### config.mk
export PLATFORM = sky130hd
export DESIGN_NAME = spidac_loader
export DESIGN_NICKNAME = d
export VERILOG_FILES = /design/src/rtl/spidac_pkg.sv /design/src/rtl/spidac_sync.sv /design/src/rtl/spidac_shifter.sv /design/src/rtl/spidac_demux.sv /design/src/rtl/spidac_loader.sv
export SDC_FILE = /design/constraint.sdc
export NUM_CORES = 1
export LEC_CHECK = 0
export ABC_AREA = 1
export BUFFER_PORTS_ARGS = -buffer_cell sky130_fd_sc_hd__buf_2
export CAP_MARGIN = 20
export CORE_AREA = 2 2 121 88
export CTS_BUF_LIST = sky130_fd_sc_hd__clkbuf_2 sky130_fd_sc_hd__clkbuf_4 sky130_fd_sc_hd__clkbuf_8
export DETAILED_ROUTE_END_ITERATION = 12
export DIE_AREA = 0 0 123 90
export PLACE_DENSITY = 0.65
export SYNTH_ARGS = -nofsm -noshare
export SYNTH_HDL_FRONTEND = slang
export SYNTH_SLANG_ARGS = --single-unit
### constraint.sdc
create_clock -name clk -period 3.3 [get_ports clk]
set_input_delay 0.825 -clock clk [delete_from_list [all_inputs] [get_ports clk]]
set_output_delay 0.825 -clock clk [all_outputs]
set_load 0.02 [all_outputs]
### src/rtl/spidac_pkg.sv
package spidac_pkg;

    parameter int FRAME_W = 16;
    parameter int CODE_W  = 12;
    parameter int ADDR_W  = 3;
    parameter int NUM_CH  = 5;

    localparam int CNT_MAX = FRAME_W + 1;
    localparam int CNT_W   = $clog2(CNT_MAX + 1);

    typedef struct packed {
        logic [ADDR_W-1:0] addr;
        logic              spare;
        logic [CODE_W-1:0] code;
    } frame_t;

    typedef struct packed {
        logic   valid;
        frame_t frame;
    } frame_evt_t;

    function automatic logic addr_ok(input logic [ADDR_W-1:0] a);
        return int'(a) < NUM_CH;
    endfunction

    function automatic logic addr_hit(input logic [ADDR_W-1:0] a, input int ch);
        return int'(a) == ch;
    endfunction

endpackage

### src/rtl/spidac_sync.sv
module spidac_sync #(
    parameter int         W       = 1,
    parameter int         STAGES  = 2,
    parameter logic [W-1:0] RST_VAL = '0
) (
    input  logic         clk,
    input  logic         rst,
    input  logic [W-1:0] d,
    output logic [W-1:0] q
);
    logic [STAGES-1:0][W-1:0] pipe;

    always_ff @(posedge clk) begin
        if (rst) begin
            for (int i = 0; i < STAGES; i++) pipe[i] <= RST_VAL;
        end else begin
            pipe[0] <= d;
            for (int i = 1; i < STAGES; i++) pipe[i] <= pipe[i-1];
        end
    end

    assign q = pipe[STAGES-1];
endmodule

### src/rtl/spidac_shifter.sv
module spidac_shifter
    import spidac_pkg::*;
(
    input  logic       clk,
    input  logic       rst,
    input  logic       sclk_s,
    input  logic       mosi_s,
    input  logic       csn_s,
    output frame_evt_t evt
);
    logic               sclk_q;
    logic               csn_q;
    logic [FRAME_W-1:0] shreg;
    logic [CNT_W-1:0]   cnt;
    logic               sclk_rise;
    logic               cs_fall;
    logic               cs_rise;

    always_comb begin
        sclk_rise = sclk_s & ~sclk_q;
        cs_fall   = ~csn_s & csn_q;
        cs_rise   = csn_s & ~csn_q;
    end

    always_ff @(posedge clk) begin
        if (rst) begin
            sclk_q    <= 1'b0;
            csn_q     <= 1'b1;
            shreg     <= '0;
            cnt       <= '0;
            evt.valid <= 1'b0;
            evt.frame <= '0;
        end else begin
            sclk_q    <= sclk_s;
            csn_q     <= csn_s;
            evt.valid <= 1'b0;
            if (cs_fall) begin
                cnt <= '0;
            end else if (!csn_s && sclk_rise) begin
                shreg <= {shreg[FRAME_W-2:0], mosi_s};
                if (cnt != CNT_W'(CNT_MAX)) cnt <= cnt + CNT_W'(1);
            end
            if (cs_rise) begin
                evt.valid <= (cnt == CNT_W'(FRAME_W));
                evt.frame <= frame_t'(shreg);
                cnt       <= '0;
            end
        end
    end
endmodule

### src/rtl/spidac_demux.sv
module spidac_demux
    import spidac_pkg::*;
(
    input  logic                          clk,
    input  logic                          rst,
    input  frame_evt_t                    evt,
    output logic [NUM_CH-1:0][CODE_W-1:0] codes,
    output logic [NUM_CH-1:0]             loads,
    output logic                          err
);
    for (genvar ch = 0; ch < NUM_CH; ch++) begin : g_ch
        logic hit;
        assign hit = evt.valid && addr_hit(evt.frame.addr, ch);

        always_ff @(posedge clk) begin
            if (rst) begin
                codes[ch] <= '0;
                loads[ch] <= 1'b0;
            end else begin
                loads[ch] <= hit;
                if (hit) codes[ch] <= evt.frame.code;
            end
        end
    end

    always_ff @(posedge clk) begin
        if (rst) err <= 1'b0;
        else if (evt.valid && !addr_ok(evt.frame.addr)) err <= 1'b1;
    end
endmodule

### src/rtl/spidac_loader.sv
module spidac_loader
    import spidac_pkg::*;
#(
    parameter int SYNC_STAGES = 2
) (
    input  logic                     clk,
    input  logic                     rst,
    input  logic                     spi_sclk,
    input  logic                     spi_mosi,
    input  logic                     spi_cs_n,
    output logic [NUM_CH*CODE_W-1:0] ch_code,
    output logic [NUM_CH-1:0]        ch_load,
    output logic                     addr_err
);
    logic [1:0] data_s;
    logic       csn_s;
    frame_evt_t evt;
    logic [NUM_CH-1:0][CODE_W-1:0] codes;

    spidac_sync #(.W(2), .STAGES(SYNC_STAGES), .RST_VAL(2'b00)) u_sync_data (
        .clk(clk), .rst(rst), .d({spi_sclk, spi_mosi}), .q(data_s)
    );

    spidac_sync #(.W(1), .STAGES(SYNC_STAGES), .RST_VAL(1'b1)) u_sync_cs (
        .clk(clk), .rst(rst), .d(spi_cs_n), .q(csn_s)
    );

    spidac_shifter u_shift (
        .clk(clk), .rst(rst), .sclk_s(data_s[1]), .mosi_s(data_s[0]),
        .csn_s(csn_s), .evt(evt)
    );

    spidac_demux u_demux (
        .clk(clk), .rst(rst), .evt(evt), .codes(codes), .loads(ch_load),
        .err(addr_err)
    );

    assign ch_code = codes;
endmodule

After elaboration in Yosys (flattened, before gate mapping) --
Index checks and enable logic that the tools add are counted.
Operators by class: add/sub/neg operators 1, magnitude comparators 1, eq/ne operators 6, bitwise operators 8, reduce and logical (&&, ||, !) cells 14
Operators by type and width (count):
- == test 3 bit, second input constant | 3
- logical AND 1 bit | 7
- adder 5 x 1 -> 5 bit, second input constant | 1
- == test 5 bit, second input constant | 1
- inequality test 5 bit, second input constant | 1
- NOT 1 bit | 5
- AND reduction 2 bit | 2
- AND 1 bit | 3
- == test 3 x 2 -> 1 bit, second input constant | 1
- logical NOT 3 bit | 1
- less-than comparator 3 bit, second input constant | 1
- OR reduction 3 bit | 1
- logical NOT 1 bit | 2
- OR reduction 2 bit | 1
Storage, ports and cells: register bits 111, bits of input ports 5, logic and storage cells 52

Longest topological paths before layout --
word-level depth 4, mapped depth 8

Modules after synthesis --
Synthesis repeated with hierarchy kept, for this count alone.
Unflattened totals: cell total of the unflattened synthesis 587, area, all modules 4346.7 um^2
By module, submodules not included:
- spidac_demux | instances 1, cells an instance 370, area an instance 2625.0 um^2, sequential area each 1321.3 um^2
- spidac_shifter | instances 1, cells an instance 196, area an instance 1537.7 um^2, sequential area each 800.8 um^2
- spidac_sync (u_sync_data) | instances 1, cells an instance 14, area an instance 125.1 um^2, sequential area each 80.1 um^2
- spidac_sync (u_sync_cs) | instances 1, cells an instance 7, area an instance 58.8 um^2, sequential area each 40.0 um^2

Worst setup path before layout --
OpenSTA, ideal clock, no wires.
kind input port to flip-flop, start point input port rst, end point register, netlist name u_shift.evt[10], setup time 0.125 ns, arrival time 1.495 ns, slack 1.679 ns, stages on the path 6, path through buf_2 inv_2 buf_2 buf_4 nand3_1 o21ai_0
RTL lines:
- from (decl) | line spidac_loader.sv:7 | input logic rst,

==> qor.csv <==
metric;value;unit
leakagePower;1.910;nW
r2r_setup_slack;1.71;ns
synth_top_area_share;57.03;%
status;finished, final reports clean;
reg2regPathDepth;7;
synthFlopType;dfxtp_1;
crit_path_max_fanout;49;
ant_nets;0;
timing.rr.end;u_demux.codes[27];
crit_buf_inv;3;
io_buffers;70;
fmax;555.3;MHz
pin_count;71;
crit_type;in2reg;
min_period_over_period;54.57;%
synth_edf_count;0;
grt_pass1_wl;14320;um
worstHoldPathType;reg2reg;
cts_sinks;111;
setup_violations;0;
drt-initial-drc-count;285;
setup_tns;0;ns
start_util;38.93;%
max_cap_violations;0;
crit_slowest_cell;inv_2;
hold_viol;0;
yosysSeqAreaShare;57.03;%
syn_avg_cell_area;8.255;um2
path_clk_slew;0.09;ns
hold_buffers;0;
synth.area.top_cells;dfxtp_1 (57%), nor2_1 (9.6%), o21ai_0 (9.5%);
cts_tree;done;
grt_max_degree;50;
powerDensity;479.8;mW/mm2
hold_path.startpoint;u_sync_cs.pipe[0];
start_kind;input port;
ir_worst_vdd;0.2038;mV
min_to;u_sync_cs.q;
place_area;0.004280;mm2
slowest_delay;0.46;ns
synth_nets;480;
gp_congestion;0.7386;
regToRegStartpoint;u_shift.evt[15];
final_layout_size_suffix_gt1_share;18.88;%
nNetsFinal;538;
hold_path_depth;1;
post_cts_buffers;0;
rsz0062_at_grt;false;
relSlewSlack;57.01;%
endpoint_kind;register;
synthArstFlopShare;0;%
cts_max_path_buffers;2;
die_height;90;um
crit_chain;buf_2, inv_2, buf_4, o21ai_0, a21oi_1;
antenna_found_initial;0;
cts_resized;0;
synth-seq-cells;111;
worst_slew_pin_slew;0.6438;ns
n_antenna_cell;0;
dp_hpwl;6094;um
clock-skew-final;0.007216;ns
crit_start;rst;
clk-insertion-delay-late;0.36;ns
whs;0.4205;ns
die_w;123;um
ys_warn_count;0;
period_needed;1.801;ns
stdcell_area;0.004459;mm2
dr.pass1.iters;4;
grt_pass1_vias;2947;
maxSlewViolCount;0;
core;0.01001;mm2
via_per_inst;4.763;
core.rowCount;31;
drc;0;
vias;3177;
wl_per_cell;13.05;um
numCtsBuffers;9;
grtUsageTotal;16.38;%
yosysTopAreaCell;dfxtp_1;
yosysUniqueCellTypes;27;
design.die.area;0.01107;mm2
fin_util;44.56;%
crit_required;3.60;ns
path_delay_family;buffers and inverters;
syn-cell-area;0.003896;mm2
area_growth;14.45;%
cts_root_buffer;clkbuf_8;
crit_cells;5;
arrival;2.10;ns
routed_wirelength;8705;um
h-tree-depth;3;
grt_overflow;0;
syn_inst;472;
[cell usage after synthesis (2+ instances only)]
cell type / count
a21oi_1: 38
buf_1: 3
buf_2: 9
buf_4: 4
clkbuf_1: 5
clkbuf_2: 2
dfxtp_1: 111
ha_1: 3
inv_1: 33
inv_2: 4
nand2_1: 40
nand3_1: 25
nor2_1: 100
nor2_4: 2
nor3_1: 3
o21ai_0: 74
o21ai_1: 5
or2_2: 2
[cells in the final DEF, fill, tap and decap left out]
cell	count
a21oi_1	38
a31oi_1	1
buf_2	70
buf_4	2
clkbuf_4	3
clkbuf_8	10
clkinv_2	2
clkinv_4	1
dfxtp_1	111
ha_1	3
inv_1	33
inv_2	4
inv_6	1
nand2_1	40
nand2_2	1
nand2_4	1
nand3_1	25
nand3_2	1
nand4_1	1
nor2_1	100
nor2_4	2
nor3_1	3
nor3_4	1
o21ai_0	74
o21ai_1	5
or2_2	2
[state kept, by name, indices dropped and copies added, names as in the netlist]
signal and count:
u_sync_data.q 2, u_shift.evt 16, u_demux.codes 60, u_shift.csn_q 1, u_demux.err 1, u_demux.loads 5
u_sync_cs.q 1, u_sync_cs.pipe 1, u_shift.cnt 5, u_shift.shreg 16, u_sync_data.pipe 2, u_shift.sclk_q 1
[logic make-up after synthesis]
family                   share of synthesized area, %
AO/OA/AOI/OAI                                   15.19
adder cells (fa/ha/maj)                        0.9635
flip-flops                                      57.03
AND/OR/NAND/NOR                                 19.27
buffers and inverters                           7.547
[layer usage]
metal	GRT usage, %	vias up	part of all wire (%)
li1	-	1635	-
met4	4.356	0	1.1
met2	24.03	78	41
met1	23.15	1454	52
met5	0	-	0
met3	5.203	10	5.9
[cell type report]
class / count / area (um2)
repair buffers: 72 / 365.4
fillers: 1003 / 5548
well taps: 132 / 165.2
inverters: 38 / 147.6
multi-input cells: 298 / 1380
clock buffers: 13 / 160.2
flip-flops and latches: 111 / 2222
clock inverters: 3 / 18.77
[stage by stage]
| step | setup slack, ns | power, W | cells |
|---|---|---|---|
| after detailed placement | 1.099 | 0.001424 | 651 |
| after global placement | 1.161 | 0.001424 | 651 |
| after floorplan | 1.679 | 0.001414 | 472 |
| after CTS | 1.504 | 0.002155 | 667 |
| after global routing | 1.303 | 0.002227 | 667 |
| final | 1.499 | 0.002140 | 667 |
[power breakdown]
| part | switching (W) | total (W) | internal [W] |
|---|---|---|---|
| sequential | 0.00000236 | 0.00135 | 0.00134 |
| combinational | 0.0000343 | 0.0000472 | 0.0000129 |
| clock | 0.000427 | 0.000747 | 0.000321 |
| total | 0.000463 | 0.00214 | 0.00168 |
[worst max path at each step]
stage	endpoint
after floorplan	u_shift.evt[10]
after global placement	u_demux.codes[55]
after detailed placement	u_shift.evt[6]
after CTS	u_shift.evt[6]
after global routing	u_demux.codes[1]
final	u_demux.codes[7]
Note: power is estimated with default switching activity, not from simulation.
